**config.mk**
```make
export PLATFORM = sky130hd
export DESIGN_NAME = dma_addr_seq
export DESIGN_NICKNAME = d
export VERILOG_FILES = /design/src/rtl/dma_seq_pkg.sv /design/src/rtl/dma_addr_step.sv /design/src/rtl/dma_lane_swap.sv /design/src/rtl/dma_xfer_ctrl.sv /design/src/rtl/dma_addr_seq.sv
export SDC_FILE = /design/constraint.sdc
export NUM_CORES = 1
export LEC_CHECK = 0
export BUFFER_PORTS_ARGS = -buffer_cell sky130_fd_sc_hd__buf_2
export CAP_MARGIN = 30
export CORE_ASPECT_RATIO = 1.1
export CORE_MARGIN = 4
export CORE_UTILIZATION = 53
export CTS_CLUSTER_SIZE = 40
export DETAILED_ROUTE_END_ITERATION = 8
export GPL_ROUTABILITY_DRIVEN = 0
export GPL_TIMING_DRIVEN = 0
export PLACE_DENSITY = 0.82
export SKIP_CTS_REPAIR_TIMING = 1
export SLEW_MARGIN = 20
export SYNTH_ARGS = -nofsm -noshare
export SYNTH_HDL_FRONTEND = slang
export SYNTH_HIERARCHICAL = 1
export SYNTH_SLANG_ARGS = --single-unit
```
**constraint.sdc**
```tcl
create_clock -name clk -period 3.2 [get_ports clk]
set_input_delay 0.16 -clock clk [delete_from_list [all_inputs] [get_ports clk]]
set_output_delay 0.16 -clock clk [all_outputs]
set_load 0.005 [all_outputs]
```
**src/rtl/dma_seq_pkg.sv**
```systemverilog
// Shared types for the DMA channel address sequencer.
// Assumes: size codes above 2 are not used by software.
package dma_seq_pkg;

    typedef enum logic [1:0] {
        ELEM_B8  = 2'd0,
        ELEM_B16 = 2'd1,
        ELEM_B32 = 2'd2
    } elem_size_e;

    typedef struct packed {
        logic       en;
        logic       rd_inc;
        logic       wr_inc;
        elem_size_e size;
        logic [3:0] ring_bits;
        logic       ring_wr;
        logic       swap;
    } chan_ctrl_t;

    localparam chan_ctrl_t CTRL_RESET = '{
        en: 1'b1, rd_inc: 1'b1, wr_inc: 1'b0, size: ELEM_B32,
        ring_bits: 4'd0, ring_wr: 1'b0, swap: 1'b0
    };

    // Byte stride for one element; the reserved code 3 behaves as a word
    function automatic logic [2:0] elem_stride(input elem_size_e s);
        case (s)
            ELEM_B8:  return 3'd1;
            ELEM_B16: return 3'd2;
            default:  return 3'd4;
        endcase
    endfunction

endpackage

```
**src/rtl/dma_addr_step.sv**
```systemverilog
// Computes the next address of one side of the channel.
// The step is the element stride, or zero when stepping is off. When the ring
// is active, only the low ring_i bits may change.
// Assumes: ADDR_W > 15.
module dma_addr_step
    import dma_seq_pkg::*;
#(
    parameter int ADDR_W = 32
) (
    input  logic [ADDR_W-1:0] addr_i,
    input  logic              inc_i,
    input  elem_size_e        size_i,
    input  logic [3:0]        ring_i,
    input  logic              wrap_i,
    output logic [ADDR_W-1:0] addr_o
);

    logic [ADDR_W-1:0] step;
    logic [ADDR_W-1:0] mask;
    logic [ADDR_W-1:0] sum;

    // Merge the fixed upper part with the advanced low part
    always_comb begin
        step   = inc_i ? ADDR_W'(elem_stride(size_i)) : '0;
        mask   = (wrap_i && ring_i != 4'd0)
               ? ((ADDR_W'(1) << ring_i) - ADDR_W'(1)) : '1;
        sum    = addr_i + step;
        addr_o = (addr_i & ~mask) | (sum & mask);
    end

endmodule

```
**src/rtl/dma_lane_swap.sv**
```systemverilog
// Reorders the bytes of the data lane according to element size.
// Assumes: a 32-bit lane. Halfword mode swaps within each 16-bit half.
module dma_lane_swap
    import dma_seq_pkg::*;
(
    input  logic [31:0] din,
    input  logic        swap_i,
    input  elem_size_e  size_i,
    output logic [31:0] dout
);

    // Pick the byte order for the configured element size
    always_comb begin
        if (!swap_i || size_i == ELEM_B8)
            dout = din;
        else if (size_i == ELEM_B16)
            dout = {din[23:16], din[31:24], din[7:0], din[15:8]};
        else
            dout = {din[7:0], din[15:8], din[23:16], din[31:24]};
    end

    // Byte elements and disabled reorder leave the lane untouched
    always_comb begin
        if (!swap_i || size_i == ELEM_B8)
            AST_BYTE_PASS: assert (dout == din);
    end

endmodule

```
**src/rtl/dma_xfer_ctrl.sv**
```systemverilog
// Transfer bookkeeping for one channel: remaining count, running flag,
// count of outstanding pairs, request and busy.
// Assumes: retire is pulsed only while a pair is outstanding.
module dma_xfer_ctrl #(
    parameter int CNT_W    = 16,
    parameter int PEND_MAX = 2
) (
    input  logic             clk,
    input  logic             rst_n,
    input  logic             en,
    input  logic             start,
    input  logic [CNT_W-1:0] count_i,
    input  logic             abort,
    input  logic             grant,
    input  logic             retire,
    output logic             req,
    output logic             issue,
    output logic             accept,
    output logic             busy
);

    localparam int PEND_W = $clog2(PEND_MAX + 1);

    logic [CNT_W-1:0]  remain;
    logic              running;
    logic [PEND_W-1:0] pend;

    // Request while running, enabled, not aborting and below the pending cap
    always_comb begin
        req    = running && en && !abort && (pend != PEND_W'(PEND_MAX));
        issue  = req && grant;
        busy   = running || (pend != '0);
        accept = start && en && !busy && (count_i != '0);
    end

    // Running flag and remaining count
    always_ff @(posedge clk) begin
        if (!rst_n) begin
            running <= 1'b0;
            remain  <= '0;
        end else if (abort) begin
            running <= 1'b0;
        end else if (accept) begin
            running <= 1'b1;
            remain  <= count_i;
        end else if (issue) begin
            remain  <= remain - CNT_W'(1);
            if (remain == CNT_W'(1))
                running <= 1'b0;
        end
    end

    // Outstanding pair counter
    always_ff @(posedge clk) begin
        if (!rst_n)
            pend <= '0;
        else
            pend <= pend + PEND_W'(issue) - PEND_W'(retire);
    end

    AST_CNT_STEP: assert property (@(posedge clk) disable iff (!rst_n)
        (issue && !abort) |=> remain == $past(remain) - CNT_W'(1));
    AST_REQ_GATED: assert property (@(posedge clk) disable iff (!rst_n)
        !en |-> !req);
    AST_ABORT_STOPS: assert property (@(posedge clk) disable iff (!rst_n)
        abort |=> !req);
    AST_PEND_CAP: assert property (@(posedge clk) disable iff (!rst_n)
        pend <= PEND_W'(PEND_MAX));
    AST_START_BUSY: assert property (@(posedge clk) disable iff (!rst_n)
        (start && busy && !issue) |=> remain == $past(remain));

endmodule

```
**src/rtl/dma_addr_seq.sv**
```systemverilog
// One DMA channel's address sequencer: control word, read and write address
// registers with their step logic, data lane reorder and transfer control.
// Assumes: start is used only to begin a new sequence on an idle channel.
module dma_addr_seq
    import dma_seq_pkg::*;
#(
    parameter int ADDR_W   = 32,
    parameter int CNT_W    = 16,
    parameter int PEND_MAX = 2
) (
    input  logic              clk,
    input  logic              rst_n,
    input  logic              cfg_wr,
    input  logic              cfg_en,
    input  logic              cfg_rd_inc,
    input  logic              cfg_wr_inc,
    input  logic [1:0]        cfg_size,
    input  logic [3:0]        cfg_ring_bits,
    input  logic              cfg_ring_wr,
    input  logic              cfg_swap,
    input  logic              start,
    input  logic [ADDR_W-1:0] start_rd_addr,
    input  logic [ADDR_W-1:0] start_wr_addr,
    input  logic [CNT_W-1:0]  start_count,
    input  logic              grant,
    input  logic              retire,
    input  logic              abort,
    input  logic [31:0]       rd_data,
    output logic              req,
    output logic              busy,
    output logic [ADDR_W-1:0] rd_addr,
    output logic [ADDR_W-1:0] wr_addr,
    output logic [31:0]       wr_data
);

    localparam int SIDES = 2;

    chan_ctrl_t        ctrl;
    logic              issue;
    logic              accept;
    logic [ADDR_W-1:0] cur  [SIDES];
    logic [ADDR_W-1:0] nxt  [SIDES];
    logic [ADDR_W-1:0] init [SIDES];
    logic [SIDES-1:0]  inc_sel;
    logic [SIDES-1:0]  wrap_sel;
    logic [ADDR_W-1:0] ring_mask;

    // Control word register
    always_ff @(posedge clk) begin
        if (!rst_n)
            ctrl <= CTRL_RESET;
        else if (cfg_wr)
            ctrl <= '{en: cfg_en, rd_inc: cfg_rd_inc, wr_inc: cfg_wr_inc,
                      size: elem_size_e'(cfg_size), ring_bits: cfg_ring_bits,
                      ring_wr: cfg_ring_wr, swap: cfg_swap};
    end

    // Side 0 is read, side 1 is write
    always_comb begin
        inc_sel   = {ctrl.wr_inc, ctrl.rd_inc};
        wrap_sel  = {ctrl.ring_wr, !ctrl.ring_wr};
        init[0]   = start_rd_addr;
        init[1]   = start_wr_addr;
        ring_mask = (ADDR_W'(1) << ctrl.ring_bits) - ADDR_W'(1);
    end

    dma_xfer_ctrl #(
        .CNT_W    (CNT_W),
        .PEND_MAX (PEND_MAX)
    ) u_ctrl (
        .clk     (clk),
        .rst_n   (rst_n),
        .en      (ctrl.en),
        .start   (start),
        .count_i (start_count),
        .abort   (abort),
        .grant   (grant),
        .retire  (retire),
        .req     (req),
        .issue   (issue),
        .accept  (accept),
        .busy    (busy)
    );

    for (genvar s = 0; s < SIDES; s++) begin : g_side
        dma_addr_step #(
            .ADDR_W (ADDR_W)
        ) u_step (
            .addr_i (cur[s]),
            .inc_i  (inc_sel[s]),
            .size_i (ctrl.size),
            .ring_i (ctrl.ring_bits),
            .wrap_i (wrap_sel[s]),
            .addr_o (nxt[s])
        );

        // Address register: load on start, advance on issue
        always_ff @(posedge clk) begin
            if (!rst_n)
                cur[s] <= '0;
            else if (accept)
                cur[s] <= init[s];
            else if (issue)
                cur[s] <= nxt[s];
        end
    end

    assign rd_addr = cur[0];
    assign wr_addr = cur[1];

    dma_lane_swap u_swap (
        .din    (rd_data),
        .swap_i (ctrl.swap),
        .size_i (ctrl.size),
        .dout   (wr_data)
    );

    AST_RD_HOLD: assert property (@(posedge clk) disable iff (!rst_n)
        (issue && !ctrl.rd_inc && !cfg_wr) |=> rd_addr == $past(rd_addr));
    AST_WR_RING_UPPER: assert property (@(posedge clk) disable iff (!rst_n)
        (issue && ctrl.ring_wr && ctrl.ring_bits != 4'd0)
        |=> (wr_addr & ~$past(ring_mask)) == ($past(wr_addr) & ~$past(ring_mask)));
    AST_IDLE_HOLD: assert property (@(posedge clk) disable iff (!rst_n)
        (!issue && !accept) |=> $stable(rd_addr) && $stable(wr_addr));

endmodule

```
==> impl_metrics.csv, run 1 <==
group,metric,value,unit
timing,grt_setup_unrepaired,"false",
power_and_ir_drop,combPwrFrac,0.266,
logic_synthesis,synth_nets,945,
die,fp.coreArea,13700,sq um
timing,fin_crit_sh,0.945,
routing,drt-total-wl,24000,microns
logic_synthesis,ys_top_cells_by_count,"nor2_1 (67), a32o_1 (64), edfxtp_1 (64), nand2_1 (60), a21oi_1 (47)",
place,portBuffers,225,
logic_synthesis,yosysMostFrequentCell,"nor2_1",
timing,worst_slew_pin_slew,0.847,ns
power_and_ir_drop,power_frac_seq,0.438,
worst_setup_path,crit_cells,10,
power_and_ir_drop,pwr_density_cell,399,nW/um^2
power_and_ir_drop,clkPwrFrac,0.296,
timing,max-slew-margin-rel,0.435,
power_and_ir_drop,p_leak,3.72,nW
routing,first_iter_violations,751,
worst_setup_path,slowest_delay,0.43,ns
worst_setup_path,r2r-start,"ctrl[7]",
die,design.die.area,15900,sq um
logic_synthesis,yosysUniqueCellTypes,84,
logic_synthesis,syn-instance-count,799,
min_path,hold_end,"ctrl[10]",
logic_synthesis,async_reset_ff_frac,0,
logic_synthesis,synth_xor_area_frac,0.0756,
cells_and_area,final_util,0.661,
worst_setup_path,end_kind,"flop",
cts,insertion_delay,0.36,ns
power_and_ir_drop,power_switching_share,0.326,
worst_setup_path,critical_path.top_delay_family,"simple AND/OR/NAND/NOR gates",
logic_synthesis,synth_top_area_frac,0.259,
cells_and_area,fill_cells,1191,
worst_setup_path,critPathKind,"flop to flop",
timing,finalHoldViolCount,0,
cts,cts_tree,"yes",
worst_setup_path,reg2reg_depth,10,
cts,cts_buffers,9,
power_and_ir_drop,p_int,0.00244,W
die,initial_utilization,0.539,
cells_and_area,nets,1181,
cts,cts-root-buf,"clkbuf_16",
worst_setup_path,crit_slowest_cell,"fa_1",
cts,cts.sinks,94,
logic_synthesis,syn_area,7410,sq um
die,fp.dieW,121,microns
grt,grt_max_degree,33,
logic_synthesis,ys_ff_latch,94,
grt,track_usage,0.286,
cells_and_area,syn_to_final_growth,22.6,%
min_path,hold_start,"cfg_en",
place,hpwl,17900,microns
timing,tns,0,ns
worst_setup_path,cp_cell_sequence,"nor3b_1, ha_1, inv_1, fa_1, nor2b_1, o21ba_2, nand2_1, nor4_1, xor2_1, a32o_1",
routing,drt_first_pass_iters,5,
routing,viasPerCell,6.37,
timing,slew_viol_final,0,
power_and_ir_drop,p_sw,0.00118,W
worst_setup_path,start_kind,"flop",
timing,timing.fmax,0.331,GHz
logic_synthesis,yosys.area_share.simple,0.236,
grt,grt-ovfl-total,0,
logic_synthesis,synth_warnings,6,
worst_setup_path,rrSetupSlack,0.17,ns
routing,wire_per_inst,19.5,microns
timing,finClkSkew,0.00791,ns
grt,antenna_found_initial,5,
worst_setup_path,worst_r2r_endpoint,"cur[0][28]",
timing,setup_violations,0,
die,die_y,132,microns
die,io_pins,228,
worst_setup_path,startpoint,"ctrl[7]",
worst_setup_path,crit_required,3.31,ns
min_path,worstHoldPathCells,3,
cts,cts_buffer_depth,2,
die,rows,45,
worst_setup_path,arrival,3.13,ns
logic_synthesis,yosysTopAreaCell,"edfxtp_1",
logic_synthesis,synthFlopType,"edfxtp_1",
worst_setup_path,critPathMaxFanout,10,
power_and_ir_drop,ir_drop,0.000243,V
logic_synthesis,synth_compound_area_frac,0.234,
logic_synthesis,seq_area_frac_synth,0.340,
routing,drcViolationCount,0,
routing,route.antenna.remaining_nets,0,
outcome,status,"complete, no violations",
cts,htree_num_levels,3,
worst_setup_path,crit_buf_inv,1,
logic_synthesis,synth_top_family_by_area,"simple AND/OR/NAND/NOR gates",
timing,layout_min_cycle_time,3.03,ns
run,cap_viol_max_count,0,
grt,grt_pass1_wl,37200,microns
logic_synthesis,syn_area_per_cell,9.28,sq um
logic_synthesis,synthTopCellsByArea,"edfxtp_1 (26%), a32o_1 (8.6%), dfxtp_1 (8.1%)",
cts,clkTransAtPathRegs,0.07,ns
routing,vias,7839,
grt,grt_pass1_vias,7217,
logic_synthesis,muxShareOfSynthArea,0.0176,
logic_synthesis,synth-edff-count,64,
cells_and_area,drive_above_1_share,0.313,
min_path,hold_class,"input port to flop",
logic_synthesis,synth_fa_ha_area_frac,0.0290,
-- cell type report --
| type | count | area [sq um] | share of cell area |
|---|---|---|---|
| clock inverters | 6 | 40.0 | 0.00441 |
| multi-input cells | 614 | 4400 | 0.485 |
| flip-flops and latches | 94 | 2520 | 0.278 |
| clock buffers | 10 | 250 | 0.0276 |
| plain buffers | 62 | 388 | 0.0427 |
| inverters | 29 | 109 | 0.0120 |
| repair buffers | 225 | 1130 | 0.124 |
| diodes | 3 | 7.51 | 0.000827 |
| well taps | 188 | 235 | 0.0259 |
-- power groups by stage --
stage | sequential (W) | combinational (W) | clock [W]
2_1_floorplan | 0.00159 | 0.000559 | 0
3_3_place_gp | 0.00160 | 0.000926 | 0
3_5_place_dp | 0.00161 | 0.000942 | 0
4_1_cts | 0.00158 | 0.000949 | 0.00108
5_1_grt | 0.00160 | 0.00104 | 0.00114
6_report | 0.00158 | 0.000964 | 0.00107
-- worst max path at each step --
stage / to / slack [ns]
after CTS: cur[1][30] / 0.15
after detailed placement: cur[1][30] / 0.17
after global placement: cur[0][27] / 0.01
after global routing: cur[1][30] / 0.002
after floorplan: cur[1][30] / 0.56
final: cur[0][28] / 0.17
-- cell families after synthesis --
family,Yosys count
and+or+nand+nor,313
buffers and inverters,91
DFF,94
muxes,13
adders and majority gates,16
xor gates and xnor gates,64
AOI/OAI and AO/OA,208
-- cell usage in the layout, fill, tap and decap left out, types with 5 or more instances in the layout --
cell / instances
nor3_1: 41
nand4_1: 27
nor2_1: 67
o22ai_2: 7
edfxtp_1: 64
nand2_1: 58
a32o_1: 64
nand2b_1: 5
inv_1: 27
o32ai_1: 19
and3_1: 10
clkbuf_16: 10
a2bb2oi_1: 5
o22ai_1: 18
buf_2: 251
and4_1: 7
and2_1: 6
xor2_1: 22
nor2b_1: 13
buf_6: 13
xnor2_1: 42
o21ai_0: 7
nand3_1: 25
nor4_1: 10
dfxtp_1: 30
clkbuf_1: 17
mux2i_1: 13
a21oi_1: 47
ha_1: 14
-- sequential cells by signal (all words and copies together), names as in the netlist --
signal          count
u_ctrl/running      1
u_ctrl/pend         2
ctrl               11
u_ctrl/remain      16
cur                64
-- metrics by stage --
step	std cells	area [sq um]	setup slack, ns	power, W	hold slack, ns
6_report	1231	9080	0.175	0.00362	0.0202
5_1_grt	1231	9080	0.00220	0.00378	0.0231
4_1_cts	1228	9070	0.149	0.00361	0.0188
3_5_place_dp	1212	8780	0.170	0.00255	0.397
3_3_place_gp	1212	8770	0.0142	0.00253	0.382
2_1_floorplan	799	7410	0.556	0.00215	0.288
-- worst register-to-register path, cell delays in order, from the launching register on --
cell	delay [ns]
dfxtp_1	0.39
nor3b_1	0.24
ha_1	0.21
inv_1	0.06
fa_1	0.43
nor2b_1	0.27
o21ba_2	0.27
nand2_1	0.11
nor4_1	0.41
xor2_1	0.13
a32o_1	0.27
-- per-layer routing --
layer | GRT usage | share of wire | vias to the layer above
li1 | - | - | 3561
met1 | 0.349 | 0.38 | 3733
met2 | 0.482 | 0.49 | 475
met3 | 0.0717 | 0.099 | 66
met4 | 0.113 | 0.034 | 4
met5 | 0 | 0.00088 | -
(Power assumes the default switching activity.)
==> inputs of run 2 (changes only) <==
==> constraint.sdc (replaced) <==
create_clock -name clk -period 3.2 [get_ports clk]
set_input_delay 0.16 -clock clk [delete_from_list [all_inputs] [get_ports clk]]
set_output_delay 0.16 -clock clk [all_outputs]
set_load 0.1 [all_outputs]
==> run 2 against run 1 <==
  * Critical path depth unchanged
  * Worst setup slack worse by 0.0049 ns
  * Register-to-register slack is essentially flat
  * Sequential cell count unchanged
  * Clock-buffer cell count rose by 5
  * Fmax decreased by 0.16%
  * Highest routed layer unchanged
  * Non-clock buffer count increased by 1
==> impl_metrics.csv, run 2 (synthesis results as in run 1) <==
group,metric,value,unit
worst_setup_path,r2r-start,"ctrl[7]",
timing,finClkSkew,0.00610,ns
die,die_y,132,microns
die,design.die.area,15900,sq um
routing,wl_met2,11300,microns
grt,track_usage,0.282,
cts,cts.sinks,94,
worst_setup_path,end_kind,"flop",
timing,fin_crit_sh,0.947,
die,fp.coreArea,13700,sq um
worst_setup_path,reg2reg_depth,10,
power_and_ir_drop,pwr_density_cell,502,nW/um^2
place,dp.cells,1213,
timing,finalHoldViolCount,0,
place,portBuffers,225,
routing,top_layer,"met5",
worst_setup_path,cp_cell_sequence,"nor3b_1, ha_1, inv_1, fa_1, nor2b_1, o21ba_2, nand2_1, nor4_2, xor2_1, a32o_1",
timing,worst_slew_pin_slew,0.865,ns
die,fp.dieW,121,microns
cts,cts-root-buf,"clkbuf_16",
die,io_pins,228,
cells_and_area,final_util,0.665,
routing,drt-total-wl,23500,microns
outcome,status,"complete, no violations",
power_and_ir_drop,p_leak,3.75,nW
worst_setup_path,crit_required,3.30,ns
routing,route.antenna.remaining_nets,0,
cts,clkTransAtPathRegs,0.06,ns
place,hpwl,17700,microns
cts,htree_num_levels,3,
routing,drt_first_pass_iters,5,
worst_setup_path,critPathKind,"flop to flop",
routing,first_iter_violations,790,
place,dpl_cell_area,8820,sq um
cts,insertion_delay,0.35,ns
cells_and_area,nets,1182,
worst_setup_path,crit_buf_inv,1,
cells_and_area,largest_reg_flops,64,
worst_setup_path,slowest_delay,0.41,ns
worst_setup_path,startpoint,"ctrl[7]",
routing,vias,7658,
cells_and_area,final_area,9140,sq um
cts,cts_buffers,9,
worst_setup_path,crit_slowest_cell,"nor4_2",
worst_setup_path,start_kind,"flop",
run,cap_viol_max_count,0,
grt,grt_max_degree,33,
min_path,hold_class,"input port to flop",
worst_setup_path,critical_path.top_delay_family,"simple AND/OR/NAND/NOR gates",
power_and_ir_drop,ir_drop,0.000402,V
routing,viasPerCell,6.22,
cells_and_area,drive_above_1_share,0.316,
cts,cts_buffer_depth,2,
min_path,worstHoldPathCells,3,
routing,met3_length,2180,microns
cts,cts_tree,"yes",
worst_setup_path,critPathMaxFanout,10,
grt,grt_pass1_vias,7112,
min_path,hold_start,"cfg_size[1]",
timing,setup_violations,0,
timing,slew_viol_final,0,
timing,layout_min_cycle_time,3.03,ns
routing,m1WireLength,9390,microns
grt,grt_pass1_wl,36800,microns
worst_setup_path,arrival,3.14,ns
worst_setup_path,crit_cells,10,
timing,holdWs,0.0308,ns
cells_and_area,syn_to_final_growth,23.3,%
grt,grt-ovfl-total,0,
die,rows,45,
routing,drcViolationCount,0,
cells_and_area,regMostFlops,"cur",
routing,wire_per_inst,19.1,microns
timing,timing.fmax,0.330,GHz
cells_and_area,fin_cells,1231,
cells_and_area,fill_cells,1228,
timing,grt_setup_unrepaired,"false",
timing,max-slew-margin-rel,0.424,
cells_and_area,reg.largest.list,"cur: 64 flops, u_ctrl/remain: 16 flops, ctrl: 11 flops",
grt,antenna_found_initial,5,
cells_and_area,mostFrequentLayoutCell,"buf_2",
cells_and_area,final_cell_mix,"buf_2 (251), nor2_1 (67), a32o_1 (64), edfxtp_1 (64), nand2_1 (58)",
die,initial_utilization,0.539,
run 2: worst register-to-register path, cell delays in order, from the launching register on:
cell     delay, ns
dfxtp_1       0.40
nor3b_1       0.24
ha_1          0.23
inv_1         0.06
fa_1          0.40
nor2b_1       0.25
o21ba_2       0.28
nand2_1       0.14
nor4_2        0.41
xor2_1        0.12
a32o_1        0.26
run 2: per-stage QoR:
step           TNS [ns]  power (W)  setup slack (ns)
2_1_floorplan         0    0.00309            0.0166
3_3_place_gp     -14.54    0.00347            -0.268
3_5_place_dp          0    0.00349             0.215
4_1_cts               0    0.00460             0.199
5_1_grt               0    0.00477          0.000990
6_report              0    0.00459             0.170
run 2: final timing paths:
check                          end  slack [ns]
setup / recovery        cur[0][28]        0.17
hold / removal             ctrl[7]        0.03
setup reg to reg        cur[0][28]        0.17
hold reg to reg   u_ctrl/remain[7]        0.50
run 2: area by class of cell:
cell class,count,area (sq um),share of cell area
diodes,2,5.00,0.000548
clock buffers,15,300,0.0329
multi-input cells,614,4430,0.484
well taps,188,235,0.0257
repair buffers,226,1150,0.125
flip-flops and latches,94,2520,0.276
inverters,29,109,0.0119
plain buffers,62,388,0.0424
clock inverters,1,8.76,0.000958
run 2: power breakdown:
| group | leakage (nW) | internal [W] | switching [W] |
|---|---|---|---|
| Combinational | 2.67 | 0.000433 | 0.00146 |
| Clock | 0.150 | 0.000646 | 0.000466 |
| Sequential | 0.927 | 0.00144 | 0.000150 |
| Total | 3.75 | 0.00252 | 0.00208 |
run 2: layer usage:
layer	GRT usage	up-vias
met5	0	-
met4	0.0945	6
met3	0.0661	42
met2	0.466	399
met1	0.363	3646
li1	-	3565
==> inputs of run 3 (changes only) <==
--- a/config.mk
+++ b/config.mk
@@ -5,7 +5,7 @@
 export SDC_FILE = /design/constraint.sdc
 export NUM_CORES = 1
 export LEC_CHECK = 0
-export BUFFER_PORTS_ARGS = -buffer_cell sky130_fd_sc_hd__buf_2
+export BUFFER_PORTS_ARGS = -buffer_cell sky130_fd_sc_hd__buf_4
 export CAP_MARGIN = 30
 export CORE_ASPECT_RATIO = 1.1
 export CORE_MARGIN = 4
==> run 3 against run 2 <==
  * Die area unchanged
  * Design area up 5.9%
  * Combinational power up 6%
  * Worst hold slack better by 0.0037 ns
  * Global-route usage up 0.45 points
  * First-iteration DRC count up 0.63%
  * Largest cell class unchanged
  * Critical path depth unchanged
  * Register-to-register slack better by 0.09 ns
  * Core utilization up 3.9 points
  * Critical path type unchanged
  * Clock skew up 0.0023 ns
  * Largest power group unchanged
  * Worst setup slack better by 0.089 ns
==> impl_metrics.csv, run 3 (synthesis results as in run 1) <==
group,metric,value,unit
worst_setup_path,crit_required,3.31,ns
cells_and_area,mostFrequentLayoutCell,"buf_4",
routing,wire_per_inst,19.0,microns
power_and_ir_drop,clkPwrFrac,0.245,
cells_and_area,drive_above_1_share,0.315,
run,cap_viol_max_count,0,
place,portBuffers,225,
routing,viasPerCell,6.11,
timing,max-slew-margin-rel,0.449,
worst_setup_path,rrSetupSlack,0.26,ns
die,design.die.area,15900,sq um
cells_and_area,final_cell_mix,"buf_4 (229), nor2_1 (67), a32o_1 (64), edfxtp_1 (64), nand2_1 (58)",
grt,grt_pass1_vias,7149,
grt,track_usage,0.286,
worst_setup_path,start_kind,"flop",
worst_setup_path,r2r-start,"ctrl[7]",
grt,grt-ovfl-total,0,
power_and_ir_drop,combPwrFrac,0.421,
timing,worst_slew_pin_slew,0.820,ns
power_and_ir_drop,p_sw,0.00210,W
min_path,hold_class,"input port to flop",
routing,first_iter_violations,795,
timing,layout_min_cycle_time,2.94,ns
routing,drt-total-wl,23300,microns
place,dpl_cell_area,9360,sq um
timing,grt_setup_unrepaired,"false",
cells_and_area,diodes,0,
die,fp.coreArea,13700,sq um
die,io_pins,228,
power_and_ir_drop,power_switching_share,0.440,
worst_setup_path,reg2reg_depth,10,
worst_setup_path,end_kind,"flop",
power_and_ir_drop,ir_drop,0.000352,V
cts,clkTransAtPathRegs,0.07,ns
die,rows,45,
timing,finClkSkew,0.00836,ns
cells_and_area,regMostFlops,"cur",
cts,cts-root-buf,"clkbuf_16",
min_path,hold_start,"cfg_size[1]",
timing,timing.fmax,0.340,GHz
cts,insertion_delay,0.35,ns
routing,drcViolationCount,0,
worst_setup_path,critPathKind,"flop to flop",
cells_and_area,final_util,0.705,
die,die_y,132,microns
cts,htree_num_levels,3,
cells_and_area,syn_to_final_growth,30.6,%
cts,cts.sinks,94,
grt,grt_pass1_wl,37200,microns
routing,drt_first_pass_iters,5,
cells_and_area,largest_reg_flops,64,
place,hpwl,17700,microns
worst_setup_path,worst_r2r_endpoint,"cur[1][30]",
worst_setup_path,critPathMaxFanout,10,
routing,vias,7508,
die,initial_utilization,0.539,
cts,cts_buffers,9,
cells_and_area,final_area,9680,sq um
min_path,worstHoldPathCells,3,
grt,grt_max_degree,33,
routing,route.antenna.remaining_nets,0,
timing,slew_viol_final,0,
cells_and_area,reg.largest.list,"cur: 64 flops, u_ctrl/remain: 16 flops, ctrl: 11 flops",
grt,antenna_found_initial,0,
timing,setup_violations,0,
power_and_ir_drop,pwr_density_cell,492,nW/um^2
outcome,status,"complete, no violations",
die,fp.dieW,121,microns
worst_setup_path,arrival,3.05,ns
power_and_ir_drop,power_frac_seq,0.335,
cells_and_area,nets,1181,
cts,cts_buffer_depth,2,
power_and_ir_drop,p_int,0.00266,W
min_path,hold_end,"ctrl[7]",
timing,fin_crit_sh,0.919,
timing,finalHoldViolCount,0,
power_and_ir_drop,p_leak,3.91,nW
cts,cts_tree,"yes",
run 3: cell count changes in the layout (fill, tap and decap cells not counted), sizes merged:
| cell | before | now |
|---|---|---|
| clkbuf | 33 | 31 |
| diode | 2 | 0 |
| buf | 270 | 269 |
| bufinv | 0 | 1 |
| inv | 28 | 29 |
run 3: critical path: stages, from the launching register on:
cell      delay, ns
dfxtp_1        0.40
nor3b_1        0.23
ha_2           0.22
inv_1          0.05
fa_1           0.40
nand2b_4       0.17
a211oi_4       0.36
nand4b_1       0.27
nor3_1         0.25
xor2_1         0.10
a32o_1         0.25
run 3: routing by layer:
metal / wire [microns] / vias to the layer above / GRT usage
li1: - / 3563 / -
met1: 9560 / 3568 / 0.376
met2: 11400 / 350 / 0.484
met3: 2050 / 27 / 0.0627
met4: 312 / 0 / 0.0636
met5: 0 / - / 0
run 3: cell type report:
type                    instances  area (sq um)
multi-input cells             614          4420
fillers                      1180          4060
flip-flops and latches         94          2520
repair buffers                225          1690
plain buffers                  62           388
clock buffers                  13           272
well taps                     188           235
inverters                      29           109
clock inverters                 3          47.5
run 3: power groups by stage:
stage	Clock, W	Combinational (W)	Sequential [W]
after floorplan	0	0.000869	0.00222
after global placement	0	0.00198	0.00161
after detailed placement	0	0.00199	0.00162
after CTS	0.00118	0.00200	0.00159
after global routing	0.00123	0.00209	0.00161
final	0.00117	0.00200	0.00159
run 3: stage by stage:
stage | setup TNS (ns) | instances | power, W | worst slack, ns | hold WS (ns)
5_1_grt | 0 | 1228 | 0.00494 | 0.0789 | 0.0501
3_3_place_gp | -13.46 | 1212 | 0.00359 | -0.249 | 0.382
3_5_place_dp | 0 | 1212 | 0.00361 | 0.212 | 0.394
6_report | 0 | 1228 | 0.00476 | 0.259 | 0.0346
4_1_cts | 0 | 1228 | 0.00477 | 0.239 | 0.0266
2_1_floorplan | 0 | 799 | 0.00309 | 0.0166 | 0.288
run 3: worst max-delay path by stage:
stage,end,depth (start not counted),from
after floorplan,cur[1][30],9,cur[1][0]
after global placement,cur[0][2],8,start_count[0]
after detailed placement,cur[0][2],8,start_count[0]
after CTS,cur[1][30],10,ctrl[7]
after global routing,cur[0][30],10,ctrl[3]
final,cur[1][30],10,ctrl[7]
